**src/rtl/trc_label_pkg.sv**
```systemverilog
package trc_label_pkg;

  typedef enum logic [1:0] {
    SPC_SEC   = 2'b00,
    SPC_NSEC  = 2'b01,
    SPC_ROOT  = 2'b10,
    SPC_REALM = 2'b11
  } spc_e;

  localparam int EN_BIT  = 26;
  localparam int SPC_LSB = 24;
  localparam int GRP_LSB = 16;

  localparam logic [15:0] DEF_PART = 16'd0;
  localparam logic [7:0]  DEF_GRP  = 8'd0;

  // space encoding with no implemented security state behind it
  function automatic logic spc_reserved(input logic [1:0] s,
                                        input logic has_sec,
                                        input logic has_realm);
    case (spc_e'(s))
      SPC_SEC:   return !has_sec;
      SPC_NSEC:  return 1'b0;
      default:   return !has_realm;
    endcase
  endfunction

  // debug authorisation withheld for the domain selected by the space
  function automatic logic spc_denied(input logic [1:0] s,
                                      input logic has_sec,
                                      input logic has_realm,
                                      input logic en_all,
                                      input logic en_sec,
                                      input logic en_root,
                                      input logic en_realm);
    logic d;
    d = !en_all;
    if (has_sec && !en_sec && spc_e'(s) == SPC_SEC)       d = 1'b1;
    if (has_realm && !en_root && spc_e'(s) == SPC_ROOT)   d = 1'b1;
    if (has_realm && !en_realm && spc_e'(s) == SPC_REALM) d = 1'b1;
    return d;
  endfunction

endpackage

```
**src/rtl/trc_label_store.sv**
```systemverilog
module trc_label_store #(
  parameter int PW      = 4,
  parameter int GW      = 2,
  parameter bit HAS_EXT = 1'b1
) (
  input  logic          clk,
  input  logic          rst_n,
  input  logic          wr,
  input  logic          w_en,
  input  logic [1:0]    w_spc,
  input  logic [7:0]    w_grp,
  input  logic [15:0]   w_part,
  input  logic          mode_ext,
  input  logic          buf_en,
  input  logic          xbuf_en,
  output logic          wr_accept,
  output logic          lab_en,
  output logic [1:0]    lab_spc,
  output logic [GW-1:0] lab_grp,
  output logic [PW-1:0] lab_part
);

  logic wr_locked;
  logic unused_hi;

  assign wr_locked = (buf_en && (!HAS_EXT || !mode_ext)) ||
                     (xbuf_en && HAS_EXT && mode_ext);
  assign wr_accept = rst_n && wr && !wr_locked;
  assign unused_hi = ^{w_grp >> GW, w_part >> PW};

  always_ff @(posedge clk) begin
    if (!rst_n)         lab_en <= 1'b0;
    else if (wr_accept) lab_en <= w_en;
  end

  always_ff @(posedge clk) begin
    if (wr_accept) begin
      lab_spc  <= w_spc;
      lab_grp  <= w_grp[GW-1:0];
      lab_part <= w_part[PW-1:0];
    end
  end

endmodule

```
**src/rtl/trc_label_sel.sv**
```systemverilog
module trc_label_sel
  import trc_label_pkg::*;
#(
  parameter int PW = 4,
  parameter int GW = 2
) (
  input  logic          ext_act,
  input  logic          lab_en,
  input  logic [1:0]    lab_spc,
  input  logic [GW-1:0] lab_grp,
  input  logic [PW-1:0] lab_part,
  input  logic [1:0]    buf_pas,
  output logic [15:0]   eff_part,
  output logic [7:0]    eff_grp,
  output logic [1:0]    eff_spc
);

  logic use_prog;
  assign use_prog = ext_act && lab_en;

  always_comb begin
    if (use_prog) begin
      eff_part = 16'(lab_part);
      eff_grp  = 8'(lab_grp);
      eff_spc  = lab_spc;
    end else begin
      eff_part = DEF_PART;
      eff_grp  = DEF_GRP;
      eff_spc  = buf_pas;
    end
  end

endmodule

```
**src/rtl/trc_label_gate.sv**
```systemverilog
module trc_label_gate
  import trc_label_pkg::*;
#(
  parameter bit HAS_SECURE = 1'b1,
  parameter bit HAS_REALM  = 1'b1
) (
  input  logic       ext_act,
  input  logic [1:0] eff_spc,
  input  logic       dbg_all,
  input  logic       dbg_sec,
  input  logic       dbg_root,
  input  logic       dbg_realm,
  input  logic       beat_vld,
  output logic       beat_blocked,
  output logic       beat_wr,
  output logic       beat_drop_evt
);

  logic spc_bad;
  logic spc_deny;

  assign spc_bad  = spc_reserved(eff_spc, HAS_SECURE, HAS_REALM);
  assign spc_deny = spc_denied(eff_spc, HAS_SECURE, HAS_REALM,
                               dbg_all, dbg_sec, dbg_root, dbg_realm);

  assign beat_blocked  = ext_act && (spc_bad || spc_deny);
  assign beat_wr       = beat_vld && !beat_blocked;
  assign beat_drop_evt = beat_vld && beat_blocked;

endmodule

```
**src/rtl/trc_label_reg.sv**
```systemverilog
module trc_label_reg
  import trc_label_pkg::*;
#(
  parameter int unsigned PART_MAX   = 15,
  parameter int unsigned GRP_MAX    = 3,
  parameter bit          HAS_SECURE = 1'b1,
  parameter bit          HAS_REALM  = 1'b1,
  parameter bit          HAS_EXT    = 1'b1
) (
  input  logic        clk,
  input  logic        rst_n,
  input  logic        cfg_wr,
  input  logic [63:0] cfg_wdata,
  output logic [63:0] cfg_rdata,
  input  logic        mode_ext,
  input  logic        buf_en,
  input  logic        xbuf_en,
  input  logic        dbg_all,
  input  logic        dbg_sec,
  input  logic        dbg_root,
  input  logic        dbg_realm,
  input  logic [1:0]  buf_pas,
  input  logic        beat_vld,
  output logic        beat_wr,
  output logic        beat_drop_evt,
  output logic [15:0] out_part,
  output logic [7:0]  out_grp,
  output logic [1:0]  out_spc
);

  localparam int PW = (PART_MAX < 1) ? 1 : $clog2(PART_MAX + 1);
  localparam int GW = (GRP_MAX < 1) ? 1 : $clog2(GRP_MAX + 1);

  logic          wr_accept;
  logic          ext_act;
  logic          beat_blocked;
  logic          lab_en;
  logic [1:0]    lab_spc;
  logic [GW-1:0] lab_grp;
  logic [PW-1:0] lab_part;
  logic          unused_wbits;

  assign ext_act      = HAS_EXT && mode_ext;
  assign unused_wbits = ^cfg_wdata[63:EN_BIT+1];

  trc_label_store #(.PW(PW), .GW(GW), .HAS_EXT(HAS_EXT)) u_store (
    .clk       (clk),
    .rst_n     (rst_n),
    .wr        (cfg_wr),
    .w_en      (cfg_wdata[EN_BIT]),
    .w_spc     (cfg_wdata[SPC_LSB+1:SPC_LSB]),
    .w_grp     (cfg_wdata[GRP_LSB+7:GRP_LSB]),
    .w_part    (cfg_wdata[15:0]),
    .mode_ext  (mode_ext),
    .buf_en    (buf_en),
    .xbuf_en   (xbuf_en),
    .wr_accept (wr_accept),
    .lab_en    (lab_en),
    .lab_spc   (lab_spc),
    .lab_grp   (lab_grp),
    .lab_part  (lab_part)
  );

  trc_label_sel #(.PW(PW), .GW(GW)) u_sel (
    .ext_act  (ext_act),
    .lab_en   (lab_en),
    .lab_spc  (lab_spc),
    .lab_grp  (lab_grp),
    .lab_part (lab_part),
    .buf_pas  (buf_pas),
    .eff_part (out_part),
    .eff_grp  (out_grp),
    .eff_spc  (out_spc)
  );

  trc_label_gate #(.HAS_SECURE(HAS_SECURE), .HAS_REALM(HAS_REALM)) u_gate (
    .ext_act       (ext_act),
    .eff_spc       (out_spc),
    .dbg_all       (dbg_all),
    .dbg_sec       (dbg_sec),
    .dbg_root      (dbg_root),
    .dbg_realm     (dbg_realm),
    .beat_vld      (beat_vld),
    .beat_blocked  (beat_blocked),
    .beat_wr       (beat_wr),
    .beat_drop_evt (beat_drop_evt)
  );

  assign cfg_rdata = {37'd0, lab_en, lab_spc, 8'(lab_grp), 16'(lab_part)};

endmodule

```
**config.mk**
```make
export PLATFORM = sky130hd
export DESIGN_NAME = trc_label_reg
export DESIGN_NICKNAME = d
export VERILOG_FILES = /design/src/rtl/trc_label_pkg.sv /design/src/rtl/trc_label_store.sv /design/src/rtl/trc_label_sel.sv /design/src/rtl/trc_label_gate.sv /design/src/rtl/trc_label_reg.sv
export SDC_FILE = /design/constraint.sdc
export NUM_CORES = 1
export LEC_CHECK = 0
export BUFFER_PORTS_ARGS = -buffer_cell sky130_fd_sc_hd__buf_2
export CORE_AREA = 2 2 65 67
export CTS_CLUSTER_SIZE = 14
export DETAILED_ROUTE_END_ITERATION = 10
export DIE_AREA = 0 0 67 69
export PLACE_DENSITY = 0.76
export SYNTH_ARGS = -nofsm -noshare
export SYNTH_HDL_FRONTEND = slang
export SYNTH_HIERARCHICAL = 1
export SYNTH_SLANG_ARGS = --single-unit
```
**constraint.sdc**
```tcl
create_clock -name clk -period 1.8 [get_ports clk]
set_clock_uncertainty 0.1 [all_clocks]
set_input_delay 0.27 -clock clk [delete_from_list [all_inputs] [get_ports clk]]
set_output_delay 0.27 -clock clk [all_outputs]
set_load 0.01 [all_outputs]
```
==> results.cfg <==
[placed_design]
numPortBuffers = 40
placed_cell_area_um2 = 988.4
placed_cells = 196
gp_congestion = 0.6776
hpwl_um = 1265

[hold_path]
min_to = u_store/lab_spc[1]$_DFFE_PP_
hold_class = in2reg
min-delay-start = cfg_wdata[25]
min_delay_path_depth = 1

[route]
routed_wl_um = 1404
viasPerCell = 3.100
wl_met2_um = 685
vias = 623
ant_nets = 0
routedWlPerCell_um = 6.985
dr_wl_met3_um = 285
initialDrtViolationCount = 2
route.detailed.drc = 0
drtPass1Iterations = 2
routed.top_layer = met4
met1Wirelength_um = 404

[power_and_ir_drop]
power.switching_w = 0.0001916
ir_worst_vdd_uv = 372.3
power_density_nw_per_um2 = 610.3
p_leak_nw = 0.6184
seqPwrFrac_pct = 38.8
power_frac_clock_pct = 35.8
swShare_pct = 30.12
p_int_w = 0.0004445
comb_power_share_pct = 25.4

[timing]
grt_setup_unrepaired = yes
layout_min_cycle_time_ns = 1.913
hold_viol_final = 0
min_period_over_period_pct = 106.3
setup_slack_ns = -0.1130
fmax_mhz = 522.7
setup_viol_count_final = 2
slew_violations = 0

[setup_path]
worstPathArrival_ns = 1.54
crit_fanout = 3
reg2reg_from = u_store/lab_en$_SDFFE_PN0P_
regToRegSetupSlack_ns = 1.01
worstRegToRegCells = 3
critPathBufInv = 1
r2r-end = u_store/lab_en$_SDFFE_PN0P_
crit_type = reg2out
path_delay_family = multiplexers
required_ns = 1.43
cpPeakStageDelay_ns = 0.32
path_cells = nand2_2 -> mux2_4 -> mux2i_1 -> o221ai_2 -> and2_1 -> buf_2
cp-start-kind = register
end_kind = output pin
cp_slowest_cell = mux2_4

[die]
core_um2 = 3914
die_y_um = 69
start_util_pct = 25.54
num_rows = 23
ios = 169
die_area_um2 = 4623
chipWidth_um = 67

[finish]
num_antenna_cells = 0
area_growth_syn_to_layout_pct = 4.255
finish.instance_area_um2 = 1042
final_layout_size_suffix_gt1_share_pct = 39.07
fin_cells = 201
fin_nets = 229

[cts]
cts-root-buf = clkbuf_8
path_clk_slew_ns = 0.04
clk_path_buf_depth = 2
cts_tree = yes
cts.sinks = 9
clk_latency_ns = 0.23
cts.htree.levels = 1
cts_inserted_buffers = 3

[global_routing]
overflow = 0
track_usage_pct = 5.301
grt_pass1_wl_um = 1849
grt_max_degree = 10
grt_pass1_vias = 455
antenna_found_initial = 0

[synthesis]
syn_inst = 107
synth_area_um2 = 999.7
avgSynthCellArea_um2 = 9.343
yosysWarningCount = 6

[status]
outcome = finished with violations
violations = setup timing

[job]
drv_cap = 0
cell usage in the layout, fill, tap and decap left out:
cell type / count
mux2i_1: 2
nand2_1: 2
clkbuf_1: 1
dfxtp_2: 1
inv_1: 1
and3_4: 1
conb_1: 73
buf_2: 40
edfxtp_1: 8
nand4_1: 1
clkbuf_8: 3
and2_1: 1
nor2b_1: 1
nor2_1: 1
o221ai_2: 1
buf_4: 3
o21ai_2: 1
nand2b_1: 1
nand2_2: 1
and3_2: 6
mux2_4: 2
registers in the layout (all words and copies together) (netlist names):
name and flops:
u_store/lab_grp 2, u_store/lab_spc 2, u_store/lab_part 4, u_store/lab_en 1
routing by layer:
layer	GRT usage, %	vias up
met5	0	-
met4	4.082	0
met3	1.631	4
met2	9.241	78
met1	4.930	258
li1	-	283
area by class of cell:
| cell class | count | area (µm²) |
|---|---|---|
| multi-input cells | 94 | 446.7 |
| repair buffers | 43 | 222.7 |
| inverters | 1 | 3.754 |
| fillers | 430 | 2872 |
| well taps | 50 | 62.56 |
| clock buffers | 4 | 45.04 |
| flip-flops and latches | 9 | 261.5 |
metrics by stage:
step	setup WS (ns)	TNS (ns)	total power (W)	util (%)	hold WS, ns
global placement	0.04863	0	0.0004045	25.26	0.3474
floorplan	0.1248	0	0.0004736	-	0.2689
detailed placement	0.03001	0	0.0004065	25.26	0.3481
global route	-0.1732	-0.2882	0.0006699	26.63	0.1099
finish	-0.1130	-0.1743	0.0006361	26.63	0.1148
CTS	-0.1302	-0.2087	0.0006386	26.63	0.1093
power by group through the flow:
stage | clock, W | sequential, W | combinational [W]
5_1_grt | 0.000241 | 0.000248 | 0.000181
4_1_cts | 0.000233 | 0.000247 | 0.000159
6_report | 0.000228 | 0.000247 | 0.000162
2_1_floorplan | 0 | 0.000255 | 0.000218
3_3_place_gp | 0 | 0.000250 | 0.000155
3_5_place_dp | 0 | 0.000250 | 0.000156
how the worst max path moves through the flow:
stage,start,to,slack (ns),depth (start not counted)
after floorplan,u_store/lab_en$_SDFFE_PN0P_,beat_wr,0.12,5
after global placement,mode_ext,beat_wr,0.05,7
after detailed placement,mode_ext,beat_wr,0.03,7
after CTS,u_store/lab_en$_SDFFE_PN0P_,beat_wr,-0.13,6
after global routing,u_store/lab_en$_SDFFE_PN0P_,beat_wr,-0.17,6
final,u_store/lab_en$_SDFFE_PN0P_,beat_wr,-0.11,6
what timing repair did:
item,in CTS,in global routing
pin swaps,1,0
cloned,0,0
hold buffers,0,0
buffers inserted,1,0
endpoints found under the setup margin,2,2
gates resized for setup,1,0
Note: power is estimated with default switching activity, not from simulation.
